### src/rtl/stby_pkg.sv
package stby_pkg;

    typedef enum logic [2:0] {
        ST_RUN_MAIN  = 3'd0,
        ST_RUN_PLL   = 3'd1,
        ST_RUN_SUB   = 3'd2,
        ST_WATCH     = 3'd3,
        ST_STOP      = 3'd4,
        ST_WAIT_STAB = 3'd5,
        ST_RESET_SEQ = 3'd6
    } stby_state_e;

    typedef enum logic [1:0] {
        SRC_MAIN = 2'd0,
        SRC_PLL  = 2'd1,
        SRC_SUB  = 2'd2
    } clk_src_e;

    typedef struct packed {
        logic cpu;
        logic main;
        logic pll;
        logic sub;
        logic wt;
    } gate_t;

endpackage

### src/rtl/stby_irq_qual.sv
module stby_irq_qual #(
    parameter int NIRQ  = 4,
    parameter int LVL_W = 3
) (
    input  logic [NIRQ-1:0]       irq_req,
    input  logic [NIRQ*LVL_W-1:0] irq_lvl,
    output logic                  wake
);
    localparam logic [LVL_W-1:0] LVL_OFF = {LVL_W{1'b1}};

    logic [NIRQ-1:0] hit;

    generate
        for (genvar i = 0; i < NIRQ; i++) begin : g_line
            assign hit[i] = irq_req[i] && (irq_lvl[i*LVL_W +: LVL_W] < LVL_OFF);
        end
    endgenerate

    assign wake = |hit;

    // with no request raised, nothing can wake the device
    always_comb begin
        if (irq_req == '0) begin
            a_r8_quiet_lines: assert (!wake);
        end
    end
endmodule

### src/rtl/stby_cnt.sv
module stby_cnt #(
    parameter int W = 8
) (
    input  logic         clk,
    input  logic         rst_n,
    input  logic         clear,
    input  logic [W-1:0] limit,
    output logic         done
);
    logic [W-1:0] cnt_q;

    always_ff @(posedge clk or negedge rst_n) begin
        if (!rst_n) begin
            cnt_q <= '0;
        end else if (clear) begin
            cnt_q <= '0;
        end else if (!done) begin
            cnt_q <= cnt_q + 1'b1;
        end
    end

    assign done = (cnt_q >= limit);

    // the cycle after a clear the count cannot be finished unless the limit is zero
    a_r9_fresh_count: assert property (@(posedge clk) disable iff (!rst_n)
        ($past(clear) && !clear && limit != '0) |-> !done);
endmodule

### src/rtl/stby_cfg.sv
module stby_cfg
    import stby_pkg::*;
(
    input  logic     clk,
    input  logic     rst_n,
    input  logic     soft_clr,
    input  logic     lpm_we,
    input  logic     lpm_hiz,
    input  logic     clk_we,
    input  logic     clk_sub_n,
    input  logic     clk_pll_n,
    output logic     spl_q,
    output clk_src_e sel_src,
    output logic     stop_ok
);
    logic sub_n_q;
    logic pll_n_q;

    always_ff @(posedge clk or negedge rst_n) begin
        if (!rst_n) begin
            spl_q   <= 1'b0;
            sub_n_q <= 1'b1;
            pll_n_q <= 1'b1;
        end else if (soft_clr) begin
            spl_q   <= 1'b0;
            sub_n_q <= 1'b1;
            pll_n_q <= 1'b1;
        end else begin
            if (lpm_we) begin
                spl_q <= lpm_hiz;
            end
            if (clk_we) begin
                sub_n_q <= clk_sub_n;
                pll_n_q <= clk_pll_n;
            end
        end
    end

    always_comb begin
        if (!sub_n_q) begin
            sel_src = SRC_SUB;
        end else if (!pll_n_q) begin
            sel_src = SRC_PLL;
        end else begin
            sel_src = SRC_MAIN;
        end
    end

    assign stop_ok = !sub_n_q && pll_n_q;

    // a soft clear always returns the selection to the main oscillator
    a_r10_cfg_default: assert property (@(posedge clk) disable iff (!rst_n)
        $past(soft_clr) |-> (sel_src == SRC_MAIN && !spl_q));
endmodule

### src/rtl/stby_fsm.sv
module stby_fsm
    import stby_pkg::*;
(
    input  logic        clk,
    input  logic        rst_n,
    input  logic        lpm_we,
    input  logic        lpm_watch_n,
    input  logic        lpm_stop,
    input  logic        rst_req,
    input  logic        wake,
    input  clk_src_e    sel_src,
    input  logic        stop_ok,
    input  logic        spl,
    input  logic        stab_done,
    input  logic        osc_stable,
    input  logic        rseq_done,
    output stby_state_e state_q,
    output gate_t       gates,
    output logic        io_hiz,
    output logic        stab_clear,
    output logic        rseq_clear,
    output logic        cfg_clr
);
    stby_state_e nxt;
    clk_src_e    src_q;
    clk_src_e    cur_src;
    logic        rst_pend_q;
    logic        in_run;
    logic        watch_req;
    logic        stop_req;

    function automatic stby_state_e run_of(clk_src_e s);
        unique case (s)
            SRC_PLL: run_of = ST_RUN_PLL;
            SRC_SUB: run_of = ST_RUN_SUB;
            default: run_of = ST_RUN_MAIN;
        endcase
    endfunction

    assign in_run    = (state_q == ST_RUN_MAIN) || (state_q == ST_RUN_PLL) ||
                       (state_q == ST_RUN_SUB);
    assign watch_req = lpm_we && !lpm_watch_n;
    assign stop_req  = lpm_we && lpm_stop && stop_ok;

    always_comb begin
        unique case (state_q)
            ST_RUN_PLL: cur_src = SRC_PLL;
            ST_RUN_SUB: cur_src = SRC_SUB;
            default:    cur_src = SRC_MAIN;
        endcase
    end

    // next-state decode
    always_comb begin
        nxt = state_q;
        unique case (state_q)
            ST_RUN_MAIN, ST_RUN_PLL, ST_RUN_SUB: begin
                if (rst_req) begin
                    nxt = ST_RESET_SEQ;
                end else if (stop_req && !wake) begin
                    nxt = ST_STOP;
                end else if (watch_req && !wake) begin
                    nxt = ST_WATCH;
                end else begin
                    nxt = run_of(sel_src);
                end
            end
            ST_WATCH: begin
                if (rst_req || wake) begin
                    if (src_q == SRC_SUB) begin
                        nxt = rst_req ? ST_RESET_SEQ : ST_RUN_SUB;
                    end else begin
                        nxt = ST_WAIT_STAB;
                    end
                end
            end
            ST_STOP: begin
                if (rst_req || wake) begin
                    nxt = ST_WAIT_STAB;
                end
            end
            ST_WAIT_STAB: begin
                if (stab_done && osc_stable) begin
                    nxt = (rst_pend_q || rst_req) ? ST_RESET_SEQ : run_of(src_q);
                end
            end
            ST_RESET_SEQ: begin
                if (rseq_done) begin
                    nxt = ST_RUN_MAIN;
                end
            end
            default: nxt = ST_RUN_MAIN;
        endcase
    end

    // state register with saved source and pending reset
    always_ff @(posedge clk or negedge rst_n) begin
        if (!rst_n) begin
            state_q    <= ST_RUN_MAIN;
            src_q      <= SRC_MAIN;
            rst_pend_q <= 1'b0;
        end else begin
            state_q <= nxt;
            if (in_run && nxt == ST_STOP) begin
                src_q <= SRC_SUB;
            end else if (in_run && nxt == ST_WATCH) begin
                src_q <= cur_src;
            end
            if (nxt != ST_WAIT_STAB) begin
                rst_pend_q <= 1'b0;
            end else if (rst_req) begin
                rst_pend_q <= 1'b1;
            end
        end
    end

    // output decode
    always_comb begin
        gates = '0;
        unique case (state_q)
            ST_RUN_MAIN:  gates = '{cpu: 1'b1, main: 1'b1, pll: 1'b0, sub: 1'b1, wt: 1'b1};
            ST_RUN_PLL:   gates = '{cpu: 1'b1, main: 1'b1, pll: 1'b1, sub: 1'b1, wt: 1'b1};
            ST_RUN_SUB:   gates = '{cpu: 1'b1, main: 1'b0, pll: 1'b0, sub: 1'b1, wt: 1'b1};
            ST_WATCH:     gates = '{cpu: 1'b0, main: 1'b0, pll: 1'b0, sub: 1'b1, wt: 1'b1};
            ST_STOP:      gates = '{cpu: 1'b0, main: 1'b0, pll: 1'b0, sub: 1'b0, wt: 1'b0};
            ST_WAIT_STAB: gates = '{cpu: 1'b0, main: 1'b1, pll: 1'b0, sub: 1'b1, wt: 1'b1};
            ST_RESET_SEQ: gates = '{cpu: 1'b1, main: 1'b0, pll: 1'b0, sub: 1'b1, wt: 1'b1};
            default:      gates = '0;
        endcase
    end

    assign io_hiz     = spl && ((state_q == ST_WATCH) || (state_q == ST_STOP));
    assign stab_clear = (state_q != ST_WAIT_STAB);
    assign rseq_clear = (state_q != ST_RESET_SEQ);
    assign cfg_clr    = (state_q == ST_RESET_SEQ) && rseq_done;

    // a request written alongside an enabled interrupt never sleeps
    a_r3_cancel: assert property (@(posedge clk) disable iff (!rst_n)
        (in_run && lpm_we && wake && !rst_req) |=> (state_q != ST_WATCH && state_q != ST_STOP));

    // sub-clock watch returns straight to the sub-clock on an interrupt
    a_r6_sub_direct: assert property (@(posedge clk) disable iff (!rst_n)
        (state_q == ST_WATCH && src_q == SRC_SUB && wake && !rst_req) |=> (state_q == ST_RUN_SUB));

    // main or PLL watch always passes through the stabilization wait
    a_r7_wait_first: assert property (@(posedge clk) disable iff (!rst_n)
        (state_q == ST_WATCH && src_q != SRC_SUB && (wake || rst_req)) |=> (state_q == ST_WAIT_STAB));

    // the wait is left only with both the count and the oscillator ready
    a_r9_leave_wait: assert property (@(posedge clk) disable iff (!rst_n)
        ($past(state_q) == ST_WAIT_STAB && state_q != ST_WAIT_STAB) |-> $past(stab_done && osc_stable));

    // pins are released once the sleep state is left
    a_r4_release: assert property (@(posedge clk) disable iff (!rst_n)
        (($past(state_q) == ST_WATCH || $past(state_q) == ST_STOP) &&
         state_q != ST_WATCH && state_q != ST_STOP) |-> !io_hiz);

    // the reset sequence always ends in main run
    a_r10_rseq_end: assert property (@(posedge clk) disable iff (!rst_n)
        ($past(state_q) == ST_RESET_SEQ && state_q != ST_RESET_SEQ) |-> (state_q == ST_RUN_MAIN));
endmodule

### src/rtl/stby_ctrl.sv
module stby_ctrl
    import stby_pkg::*;
#(
    parameter int NIRQ    = 4,
    parameter int STAB_W  = 8,
    parameter int RST_LEN = 4
) (
    input  logic              clk,
    input  logic              rst_n,
    input  logic              lpm_we,
    input  logic              lpm_watch_n,
    input  logic              lpm_stop,
    input  logic              lpm_hiz,
    input  logic              clk_we,
    input  logic              clk_sub_n,
    input  logic              clk_pll_n,
    input  logic [NIRQ-1:0]   irq_req,
    input  logic [NIRQ*3-1:0] irq_lvl,
    input  logic              rst_req,
    input  logic              osc_stable,
    input  logic [STAB_W-1:0] stab_limit,
    output logic              gate_cpu,
    output logic              gate_main,
    output logic              gate_pll,
    output logic              gate_sub,
    output logic              gate_wtimer,
    output logic              io_hiz,
    output logic [2:0]        mode_state
);
    localparam int LVL_W = 3;
    localparam int RST_W = $clog2(RST_LEN + 1);
    localparam logic [RST_W-1:0] RST_LAST = RST_W'(RST_LEN - 1);

    logic        wake;
    logic        spl_q;
    clk_src_e    sel_src;
    logic        stop_ok;
    logic        stab_done;
    logic        rseq_done;
    logic        stab_clear;
    logic        rseq_clear;
    logic        cfg_clr;
    stby_state_e state_q;
    gate_t       gates;

    stby_irq_qual #(.NIRQ(NIRQ), .LVL_W(LVL_W)) u_irq (
        .irq_req (irq_req),
        .irq_lvl (irq_lvl),
        .wake    (wake)
    );

    stby_cfg u_cfg (
        .clk       (clk),
        .rst_n     (rst_n),
        .soft_clr  (cfg_clr),
        .lpm_we    (lpm_we),
        .lpm_hiz   (lpm_hiz),
        .clk_we    (clk_we),
        .clk_sub_n (clk_sub_n),
        .clk_pll_n (clk_pll_n),
        .spl_q     (spl_q),
        .sel_src   (sel_src),
        .stop_ok   (stop_ok)
    );

    stby_cnt #(.W(STAB_W)) u_stab (
        .clk   (clk),
        .rst_n (rst_n),
        .clear (stab_clear),
        .limit (stab_limit),
        .done  (stab_done)
    );

    stby_cnt #(.W(RST_W)) u_rseq (
        .clk   (clk),
        .rst_n (rst_n),
        .clear (rseq_clear),
        .limit (RST_LAST),
        .done  (rseq_done)
    );

    stby_fsm u_fsm (
        .clk         (clk),
        .rst_n       (rst_n),
        .lpm_we      (lpm_we),
        .lpm_watch_n (lpm_watch_n),
        .lpm_stop    (lpm_stop),
        .rst_req     (rst_req),
        .wake        (wake),
        .sel_src     (sel_src),
        .stop_ok     (stop_ok),
        .spl         (spl_q),
        .stab_done   (stab_done),
        .osc_stable  (osc_stable),
        .rseq_done   (rseq_done),
        .state_q     (state_q),
        .gates       (gates),
        .io_hiz      (io_hiz),
        .stab_clear  (stab_clear),
        .rseq_clear  (rseq_clear),
        .cfg_clr     (cfg_clr)
    );

    assign gate_cpu    = gates.cpu;
    assign gate_main   = gates.main;
    assign gate_pll    = gates.pll;
    assign gate_sub    = gates.sub;
    assign gate_wtimer = gates.wt;
    assign mode_state  = state_q;

    // stop is only reached when the sub-clock selection allowed it
    a_r2_stop_entry: assert property (@(posedge clk) disable iff (!rst_n)
        ($past(state_q) != ST_STOP && state_q == ST_STOP) |-> $past(stop_ok && lpm_we && lpm_stop));
endmodule

### config.mk
export PLATFORM = sky130hd
export DESIGN_NAME = stby_ctrl
export DESIGN_NICKNAME = d
export VERILOG_FILES = /design/src/rtl/stby_pkg.sv /design/src/rtl/stby_irq_qual.sv /design/src/rtl/stby_cnt.sv /design/src/rtl/stby_cfg.sv /design/src/rtl/stby_fsm.sv /design/src/rtl/stby_ctrl.sv
export SDC_FILE = /design/constraint.sdc
export NUM_CORES = 1
export LEC_CHECK = 0
export ABC_AREA = 1
export BUFFER_PORTS_ARGS = -buffer_cell sky130_fd_sc_hd__buf_2
export CAP_MARGIN = 5
export CORE_ASPECT_RATIO = 1.5
export CORE_MARGIN = 1
export CORE_UTILIZATION = 51
export CTS_BUF_LIST = sky130_fd_sc_hd__clkbuf_16
export DETAILED_ROUTE_END_ITERATION = 10
export PLACE_DENSITY = 0.79
export SLEW_MARGIN = 40
export SYNTH_ARGS = -nofsm -noshare
export SYNTH_HDL_FRONTEND = slang
export SYNTH_SLANG_ARGS = --single-unit
### constraint.sdc
create_clock -name clk -period 2.35 [get_ports clk]
set_clock_uncertainty 0.15 [all_clocks]
set_input_delay 0.3525 -clock clk [delete_from_list [all_inputs] [get_ports clk]]
set_output_delay 0.3525 -clock clk [all_outputs]
set_load 0.03 [all_outputs]
== Word-level counts from Yosys, hierarchy flattened ==
Index checks and enable logic that the tools add are counted.

* Reductions and logical operators: 31
* $add $sub $neg: 2
* Mux-type cells: 31
* Equal/unequal tests: 17
* Order comparisons: 6

{| class="wikitable"
|+ Operator list
! cell !! count
|-
| $mux W3 || 12
|-
| $pmux W5 S5 || 1
|-
| $mux W8 || 2
|-
| $logic_and A1 B1 Y1 || 15
|-
| $pmux W3 S5 || 1
|-
| $eq A3 B3 Y1 const B || 4
|-
| $lt A3 B3 Y1 const B || 4
|-
| $pmux W2 S2 || 3
|-
| $eq A3 B2 Y1 const B || 3
|-
| $mux W1 || 9
|-
| $ne A3 B3 Y1 const B || 3
|-
| $add A8 B1 Y8 const B || 1
|-
| $ge A8 B8 Y1 || 1
|-
| $reduce_bool A2 Y1 || 4
|-
| $mux W2 || 3
|-
| $logic_or A1 B1 Y1 || 5
|-
| $eq A2 B1 Y1 const B || 2
|-
| $eq A2 B2 Y1 const B || 2
|-
| $ne A2 B2 Y1 const B || 2
|-
| $reduce_or A4 Y1 || 1
|-
| $add A3 B1 Y3 const B || 1
|-
| $eq A3 B1 Y1 const B || 1
|-
| $ge A3 B2 Y1 const B || 1
|-
| $logic_not A1 Y1 || 3
|-
| 3 further kinds || 3
|}

* Word-level logic and storage cells: 95
* Register bits: 20
* Output and inout port bits: 9

== Logic depth before layout (Yosys ltp) ==
Gate-level depths: netlist (run 1).

* Depth after elaboration: 13
* Depth in mapped cells: 14
* Gate-level depth less buffers: 14

== By module ==
Synthesis (run 1) repeated with hierarchy kept, for this count alone.

* Cells, all modules: 269
* Area, all modules: 1,778.0 µm²

{| class="wikitable"
|+ Modules (own cells, without submodules)
! module !! area an instance (µm²) !! cells an instance !! seq. area each (µm²) !! times used
|-
| stby_cnt (u_stab) || 747.0 || 112 || 200.2 || 1
|-
| stby_fsm || 581.8 || 92 || 150.1 || 1
|-
| stby_cnt (u_rseq) || 246.5 || 31 || 75.1 || 1
|-
| stby_cfg || 141.4 || 19 || 77.6 || 1
|-
| stby_irq_qual || 53.8 || 13 || 0.0 || 1
|-
| stby_ctrl || 7.5 || 2 || 0.0 || 1
|}

== Worst setup path after synthesis (run 1) ==
OpenSTA, ideal clock, no wires.

* Path type: register to output
* Start: reg u_fsm.state_q[0]
* End: out gate_wtimer
* Path slack: 528 ps
* Buffers on the path: 1
* Required time: 1,847 ps
* Cell stages (with the launch flop): 6
* Arrival: 1,319 ps
* Path through: dfrtp_1 inv_2 nor2_1 inv_2 nand3_1 buf_4

* Longest elaborated chain between the ends: 3
* Elaborated cells on any way between the ends: 8
* Classes of those cells: eq/ne (5); mux (1); reduce/logical (2)

{| class="wikitable"
|+ Ends and longest elaborated chain
! element !! RTL line !! text
|-
| start, declared || stby_fsm.sv:17 || <nowiki>output stby_state_e state_q,</nowiki>
|-
| start signal, assigned || stby_fsm.sv:103 || <nowiki>state_q <= nxt;</nowiki>
|-
| $eq A3 B3 Y1 / $eq A3 B2 Y1 (equally long branches) || stby_fsm.sv:120 || <nowiki>unique case (state_q)</nowiki>
|-
| $reduce_or A2 Y1 (no source line) || - ||
|-
| $pmux W5 S5 (*) || stby_fsm.sv:120 ||
|-
| end, declared || stby_ctrl.sv:26 || <nowiki>output logic gate_wtimer,</nowiki>
|}

Mark *: on every way between the ends. The rest lies on a longest branch, timed or not.

== Worst setup path in the final report (run 1) ==
* Start: reg u_stab.cnt_q[0]
* End: reg u_stab.cnt_q[6]

* Longest elaborated chain between the ends: 3
* Elaborated cells on any way between the ends: 5
* Classes of those cells: add/sub (1); order compare (1); eq/ne (1); mux (2)

{| class="wikitable"
|+ Ends and longest elaborated chain
! element !! RTL line !! text
|-
| start, declared || stby_cnt.sv:10 || <nowiki>logic [W-1:0] cnt_q;</nowiki>
|-
| start signal, assigned || stby_cnt.sv:18 || <nowiki>cnt_q <= cnt_q + 1'b1;</nowiki>
|-
| $add A8 B1 Y8 || stby_cnt.sv:18 ||
|-
| $mux W8 || stby_cnt.sv:17 || <nowiki>end else if (!done) begin</nowiki>
|-
| $mux W8 || stby_cnt.sv:15 || <nowiki>end else if (clear) begin</nowiki>
|}

Parallel ways exist; a longest one is shown, timed or not. The select of a mux whose other input is x is not followed.
A chain may end at the register's enable or synchronous reset.

==> results of run 1 <==
[final cells by class]
cell class | instances | area (um2) | area share (%)
Inverter | 38 | 143 | 7.84
Timing Repair Buffer | 44 | 225 | 12.4
Tap cell | 37 | 46.3 | 2.54
Clock inverter | 1 | 3.75 | 0.206
Sequential cell | 20 | 503 | 27.6
Clock buffer | 3 | 75.1 | 4.12
Multi-Input combinational cell | 137 | 825 | 45.3
[worst max-delay path, cell delays in order, from the launching register on]
cell     delay [ns]
dfrtp_1        0.40
inv_1          0.11
ha_1           0.24
nand2_1        0.06
nand3_1        0.07
nand2_1        0.06
nand2_1        0.05
nand2_1        0.10
nand2_4        0.10
nor3_4         0.18
nand3_1        0.12
o21ai_1        0.14
a21oi_1        0.06
[final timing paths]
check / start / to / slack [ns] / cells past startpoint
max in group asynchronous: rst_n / u_cfg.sub_n_q / 1.26 / 2
min in group asynchronous: rst_n / u_rseq.cnt_q[0] / 0.45 / 2
min: clk_we / u_cfg.sub_n_q / 0.15 / 2
max reg2reg: u_stab.cnt_q[0] / u_stab.cnt_q[6] / 0.39 / 12
max: u_stab.cnt_q[0] / u_stab.cnt_q[6] / 0.39 / 12
min reg2reg: u_rseq.cnt_q[2] / u_rseq.cnt_q[2] / 0.34 / 1
[layout by cell type (no fill, tap or decap), types with 2 or more instances in the layout]
master,synthesis,final
nand2_1,41,41
nand4_2,2,2
ha_1,11,11
o211ai_1,3,3
nand2_2,4,4
xor2_1,2,2
buf_2,0,43
dfrtp_1,18,18
o21ai_1,5,5
o21a_1,3,3
a21oi_1,8,8
nor2_1,15,15
dfstp_2,2,2
o21ai_0,4,4
inv_1,30,30
o31ai_1,2,2
inv_2,8,8
clkbuf_16,0,3
nand4_1,4,4
nor2_4,3,3
nor2_2,2,2
nor3_1,4,4
nand3_1,16,16
[logic make-up after synthesis]
family | synth area share (%)
AOI/OAI and AO/OA | 11.4
xor gates and xnor gates | 1.18
adders and majority gates | 9.24
buffers and inverters | 10.8
DFF | 33.8
and+or+nand+nor | 33.5
[stage by stage]
step	total power, mW	hold WS (ns)
final	1.68	0.146
after global routing	1.80	0.170
after CTS	1.69	0.145
after detailed placement	1.34	0.174
after global placement	1.32	0.174
after floorplan	1.14	-0.0931
[flip-flops by register name (all words and copies together) (netlist names)]
register	flops
u_fsm.rst_pend_q	1
u_rseq.cnt_q	3
u_fsm.state_q	3
u_cfg.sub_n_q	1
u_stab.cnt_q	8
u_cfg.spl_q	1
u_fsm.src_q	2
u_cfg.pll_n_q	1
[layer usage]
metal / vias to the layer above / global-route usage, % / wire (um) / share of wire (%)
li1: 739 / - / - / -
met1: 626 / 22.2 / 1190 / 39
met2: 45 / 43.5 / 1680 / 55
met3: 10 / 2.37 / 109 / 3.5
met4: 0 / 9.56 / 100 / 3.3
met5: - / 0 / 0 / 0
[report_power, final]
group	switching [mW]	leakage (nW)	internal, mW
logic	0.578	0.669	0.264
clock network	0.119	0.0385	0.226
registers	0.0703	0.258	0.420
[what timing repair did]
item,CTS,global route
hold endpoints to repair,18,0
setup buffers,0,0
hold buffers,1,0
==> results.py, run 1 <==
metrics = {
    "cells_and_area": {
        "areaGrowthSynthToFinish_pct": 22.3,
        "drive_gt1_share_pct": 30.0,
        "final_util_pct": 66.6,
        "stdcell_area_um2": 1820,
        "fillers": 246,
        "fin_cells": 280,
        "diodes": 0,
        "nets": 290,
    },
    "floorplanning": {
        "chipWidth_um": 46.1,
        "dieArea_um2": 3140,
        "core_area_um2": 2730,
        "io_pins": 44,
        "start_util_pct": 54.5,
        "die_y_um": 68.2,
        "fp-row-count": 23,
    },
    "power": {
        "power.leakage_nw": 0.966,
        "peakVddDrop_mv": 0.621,
        "powerDensity_nw_per_um2": 922,
    },
    "critical_path": {
        "crit_type": "reg -> reg",
        "worstSetupEndpointType": "register",
        "cp_data_arrival_time_ns": 1.94,
        "start_kind": "register",
        "path_max_fanout": 10,
        "crit_required_ns": 2.33,
    },
    "logic_synthesis": {
        "async_reset_ff_share_pct": 100,
        "ys_warn_count": 0,
        "syn_nets": 243,
        "syn_inst": 197,
        "yosysMostFrequentCell": "nand2_1",
        "syn_area_um2": 1490,
        "ys_seq_elements": 20,
        "synthTopCellsByCount": "41 x nand2_1, 30 x inv_1, 18 x dfrtp_1",
        "synth_top_cell_by_area": "dfrtp_1",
        "synthFlopType": "dfrtp_1",
        "synth_edf_count": 0,
        "synthTopCellsByArea": "dfrtp_1 30%, nand2_1 10%, ha_1 9.2%",
        "yosysSeqAreaShare_pct": 33.8,
        "yosysTopAreaCellShare_pct": 30.3,
        "syn_area_per_cell_um2": 7.56,
        "synth.distinct_cells": 31,
    },
    "clock_tree": {
        "clock_sinks": 20,
        "cts_buffers": 3,
        "clk_pin_slew_ns": 0.06,
        "clk_root_buffer_cell": "clkbuf_16",
        "cts_buffer_depth": 2,
        "cts_tree": "done",
        "htreeDepth": 1,
        "clk_latency_ns": 0.25,
        "ctsResizeCount": 0,
    },
    "drt": {
        "antenna_left": 0,
        "vias_per_cell": 5.07,
        "vias": 1420,
        "drtPass1Iterations": 3,
        "post_drt_wl_per_cell_um": 11.0,
        "wirelength_um": 3080,
        "drc": 0,
        "drtIter0Drc": 16,
    },
    "timing": {
        "layout_setup_ws_ns": 0.390,
        "min_period_over_period_pct": 83.4,
        "finalSetupViolCount": 0,
        "maxSlewViolCount": 0,
        "fin_crit_ns": 1.96,
        "tightest_slew_ns": 0.464,
        "fin_setup_tns_ns": 0,
        "relSlewSlack_pct": 69.1,
        "max_freq_mhz": 510,
        "finalHoldViolations": 0,
        "rsz0062_at_grt": "false",
    },
    "placed_design": {
        "dp_cells": 275,
        "port-buffer-count": 43,
        "gp_congestion": 0.939,
        "placed_area_um2": 1730,
        "dp_hpwl_um": 2510,
        "post-place-ws_ns": 0.378,
    },
    "min_path": {
        "holdCritPathClass": "in -> reg",
    },
    "global_routing": {
        "grt_pass1_vias": 1300,
        "grt.total_usage_pct": 22.2,
        "grt_pass1_wl_um": 5080,
        "grt_max_degree": 21,
        "antenna_found_initial": 0,
        "grt-ovfl-total": 0,
    },
    "run_status": {
        "status": "complete, no violations",
    },
    "flow_run": {
        "max-cap-violations": 0,
    },
}
No activity file was read; power rests on OpenSTA's default activity.
==> run 2, diff against run 1 <==
Clock period 2.35 ns to 1.9 ns, I/O delays scaled along.
==> run 2 against run 1 <==
Compared with the run above: global-route usage increased by 2.2 points; wire length increased by 13%; non-clock buffer count increased by 15; maximum frequency increased by 7.3%; total power increased by 39%; combinational power increased by 34%; worst setup slack got worse by 0.32 ns; sequential share of layout area decreased by 3.2 points; via count increased by 4.7%; highest routed layer unchanged.
==> results.py, run 2 (same netlist as run 1, synthesis figures left out) <==
metrics = {
    "critical_path": {
        "slowest_stage": "dfrtp_1",
        "path_buf_inv": 1,
        "worstSetupEndpointType": "register",
        "worstPathCellList": "ha_4, nand2_2, inv_1, nor2_1, o21a_1, nand2_4, nor3_4, nand3_2, o21ai_1, a21oi_1",
        "crit_type": "reg -> reg",
        "r2r_slack_ns": 0.07,
        "critPathLaunch": "u_stab.cnt_q[7]",
        "path_max_fanout": 6,
        "cp_slowest_stage_delay_ns": 0.40,
        "rr_startpoint": "u_stab.cnt_q[7]",
        "reg2reg_depth": 10,
        "start_kind": "register",
        "crit_required_ns": 1.89,
        "cp_data_arrival_time_ns": 1.81,
        "crit_family": "simple AND/OR/NAND/NOR gates",
        "r2r_end": "u_stab.cnt_q[6]",
    },
    "power": {
        "intPower_mw": 1.33,
        "switching_share_pct": 43.1,
        "switching_power_mw": 1.01,
        "power.leakage_nw": 1.07,
        "peakVddDrop_mv": 0.863,
        "powerDensity_nw_per_um2": 1130,
        "seqPwrFrac_pct": 26.4,
        "clkPwrFrac_pct": 25.0,
        "total_power_mw": 2.33,
        "p_comb_share_pct": 48.6,
    },
    "run_status": {
        "status": "complete, no violations",
    },
    "timing": {
        "maxSlewViolCount": 0,
        "max_freq_mhz": 548,
        "whs_ns": 0.0744,
        "min_period_over_period_pct": 96.1,
        "finalHoldViolations": 0,
        "fin_crit_ns": 1.83,
        "relSlewSlack_pct": 69.2,
        "finalSetupViolCount": 0,
        "tightest_slew_ns": 0.462,
        "rsz0062_at_grt": "true",
    },
    "drt": {
        "vias_per_cell": 5.04,
        "antenna_left": 0,
        "post_drt_wl_per_cell_um": 11.8,
        "drtIter0Drc": 14,
        "drtPass1Iterations": 4,
        "drc": 0,
        "wirelength_um": 3480,
        "vias": 1487,
    },
    "placed_design": {
        "gp_congestion": 0.929,
        "port-buffer-count": 43,
        "dp_hpwl_um": 2660,
    },
    "global_routing": {
        "antenna_found_initial": 0,
        "grt-ovfl-total": 0,
        "grt_max_degree": 21,
        "grt_pass1_wl_um": 5590,
        "grt.total_usage_pct": 24.4,
        "grt_pass1_vias": 1468,
    },
    "cells_and_area": {
        "areaGrowthSynthToFinish_pct": 38.2,
        "reg.largest.list": "u_stab.cnt_q (8), u_fsm.state_q (3), u_rseq.cnt_q (3)",
        "largest_reg_flops": 8,
        "final_cell_mix": "43 x buf_2, 37 x nand2_1, 29 x inv_1, 18 x dfrtp_1, 14 x buf_4",
        "regArea_um2": 503,
        "diodes": 0,
        "multi_input_comb_area_um2": 918,
        "regMostFlops": "u_stab.cnt_q",
        "nets": 305,
        "drive_gt1_share_pct": 41.1,
        "final_common_cell": "buf_2",
        "fillers": 203,
    },
    "min_path": {
        "hold_path_startpoint": "clk_we",
        "holdCritPathClass": "in -> reg",
        "holdPathStages": 2,
        "hold_end": "u_cfg.pll_n_q",
    },
    "floorplanning": {
        "fp-row-count": 23,
        "chipWidth_um": 46.1,
        "io_pins": 44,
        "dieArea_um2": 3140,
        "die_y_um": 68.2,
        "start_util_pct": 54.5,
        "core_area_um2": 2730,
    },
    "clock_tree": {
        "clk_root_buffer_cell": "clkbuf_16",
        "cts_tree": "done",
        "clk_latency_ns": 0.26,
        "clk_pin_slew_ns": 0.06,
        "cts_buffer_depth": 2,
        "clock_sinks": 20,
        "htreeDepth": 1,
        "cts_buffers": 3,
    },
    "flow_run": {
        "max-cap-violations": 0,
    },
}
==> run 2: worst max path at each step <==
stage	endpoint	slack (ns)	cells after the start
after detailed placement	u_stab.cnt_q[6]	-0.03	12
after CTS	u_stab.cnt_q[6]	0.02	10
after global routing	u_stab.cnt_q[6]	-0.06	10
final	u_stab.cnt_q[6]	0.07	10
after floorplan	u_stab.cnt_q[6]	0.13	10
after global placement	u_stab.cnt_q[6]	0.04	12
==> run 2: layout make-up <==
| cell class | count | share of cell area, % |
|---|---|---|
| clock buffers | 3 | 3.65 |
| repair buffers | 59 | 16.6 |
| clock inverters | 1 | 1.46 |
| flip-flops and latches | 20 | 24.5 |
| inverters | 38 | 6.93 |
| well taps | 37 | 2.25 |
| multi-input cells | 137 | 44.6 |
==> run 2: per-layer routing <==
layer / GRT usage [%] / wire (um) / up-vias
met2: 49.3 / 1960 / 48
met1: 22.6 / 1320 / 662
met3: 2.37 / 109 / 11
met5: 0 / 0 / -
li1: - / - / 766
met4: 11.8 / 94 / 0
==> run 2: power groups by stage <==
stage / logic [mW] / registers [mW] / clock network (mW)
after global routing: 1.23 / 0.628 / 0.608
after global placement: 1.03 / 0.612 / 0
after floorplan: 0.750 / 0.658 / 0
final: 1.13 / 0.614 / 0.583
after detailed placement: 1.04 / 0.616 / 0
after CTS: 1.07 / 0.606 / 0.588
==> run 2: repair_timing <==
action / CTS / global route
setup buffers: 5 / 4
pin swaps: 2 / 9
setup endpoints to repair: 2 / 12
endpoints found under the hold margin: 18 / 0
resized for setup: 2 / 16
hold buffers: 1 / 0
==> run 2: metrics by stage <==
| stage | setup slack (ns) | area, um2 | setup TNS, ns | utilization (%) | instances |
|---|---|---|---|---|---|
| final | 0.0743 | 2060 | 0 | 75.2 | 295 |
| after global routing | -0.0557 | 2060 | -0.110 | 75.2 | 295 |
| after CTS | 0.0211 | 1930 | 0 | 70.8 | 291 |
| after detailed placement | -0.0342 | 1780 | -0.0376 | 65.0 | 281 |
| after global placement | 0.0371 | 1780 | 0 | 65.0 | 281 |
| after floorplan | 0.126 | 1490 | 0 | - | 197 |
==> run 3, diff against run 2 <==
Settings changed: CORE_UTILIZATION 51 to 25, PLACE_DENSITY 0.79 to unset.
==> run 3 against run 2 <==
Compared with the run above: core utilization shrank 40 points; worst setup slack lost 0.0093 ns; wire length is 5.1% lower; critical path depth fell by 3; flip-flop and latch count unchanged; non-clock buffer count shrank 3; cell count up 11%; worst hold slack improved by 0.0079 ns; sequential power barely moved; largest power group unchanged.
==> results.py, run 3 (same netlist as run 1, synthesis figures left out) <==
metrics = {
    "floorplanning": {
        "start_util_pct": 25.7,
        "die_y_um": 96.5,
        "chipWidth_um": 65.0,
        "core_area_um2": 5790,
        "dieArea_um2": 6270,
        "fp-row-count": 34,
        "io_pins": 44,
    },
    "cells_and_area": {
        "final_cell_mix": "43 x buf_2, 36 x nand2_1, 30 x inv_1, 18 x dfrtp_1",
        "nets": 302,
        "reg.largest.list": "u_stab.cnt_q (8), u_fsm.state_q (3), u_rseq.cnt_q (3)",
        "regMostFlops": "u_stab.cnt_q",
        "largest_reg_flops": 8,
        "final_common_cell": "buf_2",
        "drive_gt1_share_pct": 39.6,
        "diodes": 0,
        "areaGrowthSynthToFinish_pct": 38.2,
        "fin_cells": 327,
    },
    "clock_tree": {
        "clk_pin_slew_ns": 0.06,
        "clk_latency_ns": 0.25,
        "htreeDepth": 1,
        "cts_tree": "done",
        "cts_buffers": 3,
        "clk_root_buffer_cell": "clkbuf_16",
        "cts_buffer_depth": 2,
        "clock_sinks": 20,
    },
    "drt": {
        "drtPass1Iterations": 4,
        "antenna_left": 0,
        "routed.top_layer": "met4",
        "vias": 1458,
        "post_drt_wl_per_cell_um": 10.1,
        "drtIter0Drc": 37,
        "drt-met1-wl_um": 1400,
        "drc": 0,
        "wirelength_um": 3310,
        "dr_wl_met3_um": 156,
        "vias_per_cell": 4.46,
        "routed-wl-met2_um": 1700,
    },
    "placed_design": {
        "dp_hpwl_um": 2680,
        "port-buffer-count": 43,
        "dp_cells": 317,
        "gp_congestion": 0.791,
    },
    "min_path": {
        "holdCritPathClass": "in -> reg",
        "holdPathStages": 2,
    },
    "critical_path": {
        "worstPathCellList": "ha_1, a21oi_1, o21a_1, nand2_4, buf_4, buf_4, o31ai_1",
        "path_max_fanout": 5,
        "path_common_cell": "buf_4",
        "crit_type": "reg -> reg",
        "cp_data_arrival_time_ns": 1.84,
        "crit_family": "compound AO/OA/AOI/OAI gates",
        "worstSetupEndpointType": "register",
        "reg2reg_depth": 7,
        "cp.depth": 7,
        "start_kind": "register",
        "path_buf_inv": 2,
        "cp_slowest_stage_delay_ns": 0.38,
        "r2r_slack_ns": 0.06,
        "crit_required_ns": 1.91,
        "slowest_stage": "dfrtp_1",
    },
    "timing": {
        "relSlewSlack_pct": 67.0,
        "fin_crit_ns": 1.84,
        "rsz0062_at_grt": "true",
        "fin_setup_tns_ns": 0,
        "tightest_slew_ns": 0.494,
        "finalHoldViolations": 0,
        "max_freq_mhz": 545,
        "maxSlewViolCount": 0,
        "min_period_over_period_pct": 96.6,
        "finalSetupViolCount": 0,
    },
    "global_routing": {
        "antenna_found_initial": 0,
        "grt-ovfl-total": 0,
        "grt_pass1_vias": 1409,
        "grt_max_degree": 21,
        "grt.total_usage_pct": 11.9,
        "grt_pass1_wl_um": 5830,
    },
    "power": {
        "p_comb_share_pct": 48.6,
        "intPower_mw": 1.33,
        "switching_share_pct": 42.8,
        "powerDensity_nw_per_um2": 1130,
        "seqPwrFrac_pct": 26.4,
        "clkPwrFrac_pct": 25.0,
        "power.leakage_nw": 1.06,
        "peakVddDrop_mv": 0.998,
        "switching_power_mw": 0.997,
    },
    "run_status": {
        "status": "complete, no violations",
    },
    "flow_run": {
        "max-cap-violations": 0,
    },
}
==> run 3: changes by cell type in the layout (fill, tap and decap cells not counted), sizes merged <==
cell	before	now
buf	58	55
==> run 3: repair_timing <==
action / CTS / global route
endpoints found under the hold margin: 18 / 0
endpoints found under the setup margin: 4 / 10
resized for setup: 1 / 15
cloned: 0 / 0
hold buffers: 1 / 0
buffers inserted: 2 / 3
pin swaps: 1 / 9
==> run 3: worst paths after layout <==
path                            startpoint              end
hold reg to reg            u_rseq.cnt_q[2]  u_rseq.cnt_q[2]
min in group asynchronous            rst_n      u_cfg.spl_q
setup reg to reg           u_stab.cnt_q[5]  u_stab.cnt_q[7]
hold / removal                      clk_we    u_cfg.sub_n_q
max in group asynchronous            rst_n    u_cfg.pll_n_q
setup / recovery           u_stab.cnt_q[5]  u_stab.cnt_q[7]
==> run 3: layout make-up <==
cell class              instances  area [um2]
flip-flops and latches         20         503
multi-input cells             137         901
inverters                      38         143
clock buffers                   3        75.1
well taps                      72        90.1
fillers                       638        3730
repair buffers                 56         315
clock inverters                 1        30.0
==> run 3: worst register-to-register path: stages, from the launching register on <==
cell and delay, ns:
dfrtp_1 0.38, ha_1 0.29, a21oi_1 0.16, o21a_1 0.17
nand2_4 0.09, buf_4 0.13, buf_4 0.13, o31ai_1 0.23
==> run 3: power by group through the flow <==
stage / sequential [mW] / combinational, mW / clock [mW]
global route: 0.627 / 1.26 / 0.618
CTS: 0.609 / 1.07 / 0.598
global placement: 0.616 / 1.05 / 0
detailed placement: 0.613 / 1.06 / 0
floorplan: 0.658 / 0.750 / 0
finish: 0.614 / 1.13 / 0.582
==> run 3: metal layers <==
metal  GRT usage (%)  up-vias
met5               0        -
met4            3.99        0
met3            2.11        5
met2            22.2       49
met1            13.4      644
li1                -      760
==> run 3: metrics by stage <==
stage / util, % / area [um2] / worst slack, ns / hold slack (ns) / power (mW)
3_3_place_gp: 31.6 / 1830 / -0.0155 / 0.125 / 1.66
3_5_place_dp: 31.6 / 1830 / -0.0190 / 0.123 / 1.67
2_1_floorplan: - / 1490 / 0.126 / -0.161 / 1.41
4_1_cts: 33.9 / 1960 / 0.00540 / 0.0770 / 2.28
6_report: 35.6 / 2060 / 0.0650 / 0.0824 / 2.33
5_1_grt: 35.6 / 2060 / -0.0489 / 0.0930 / 2.51
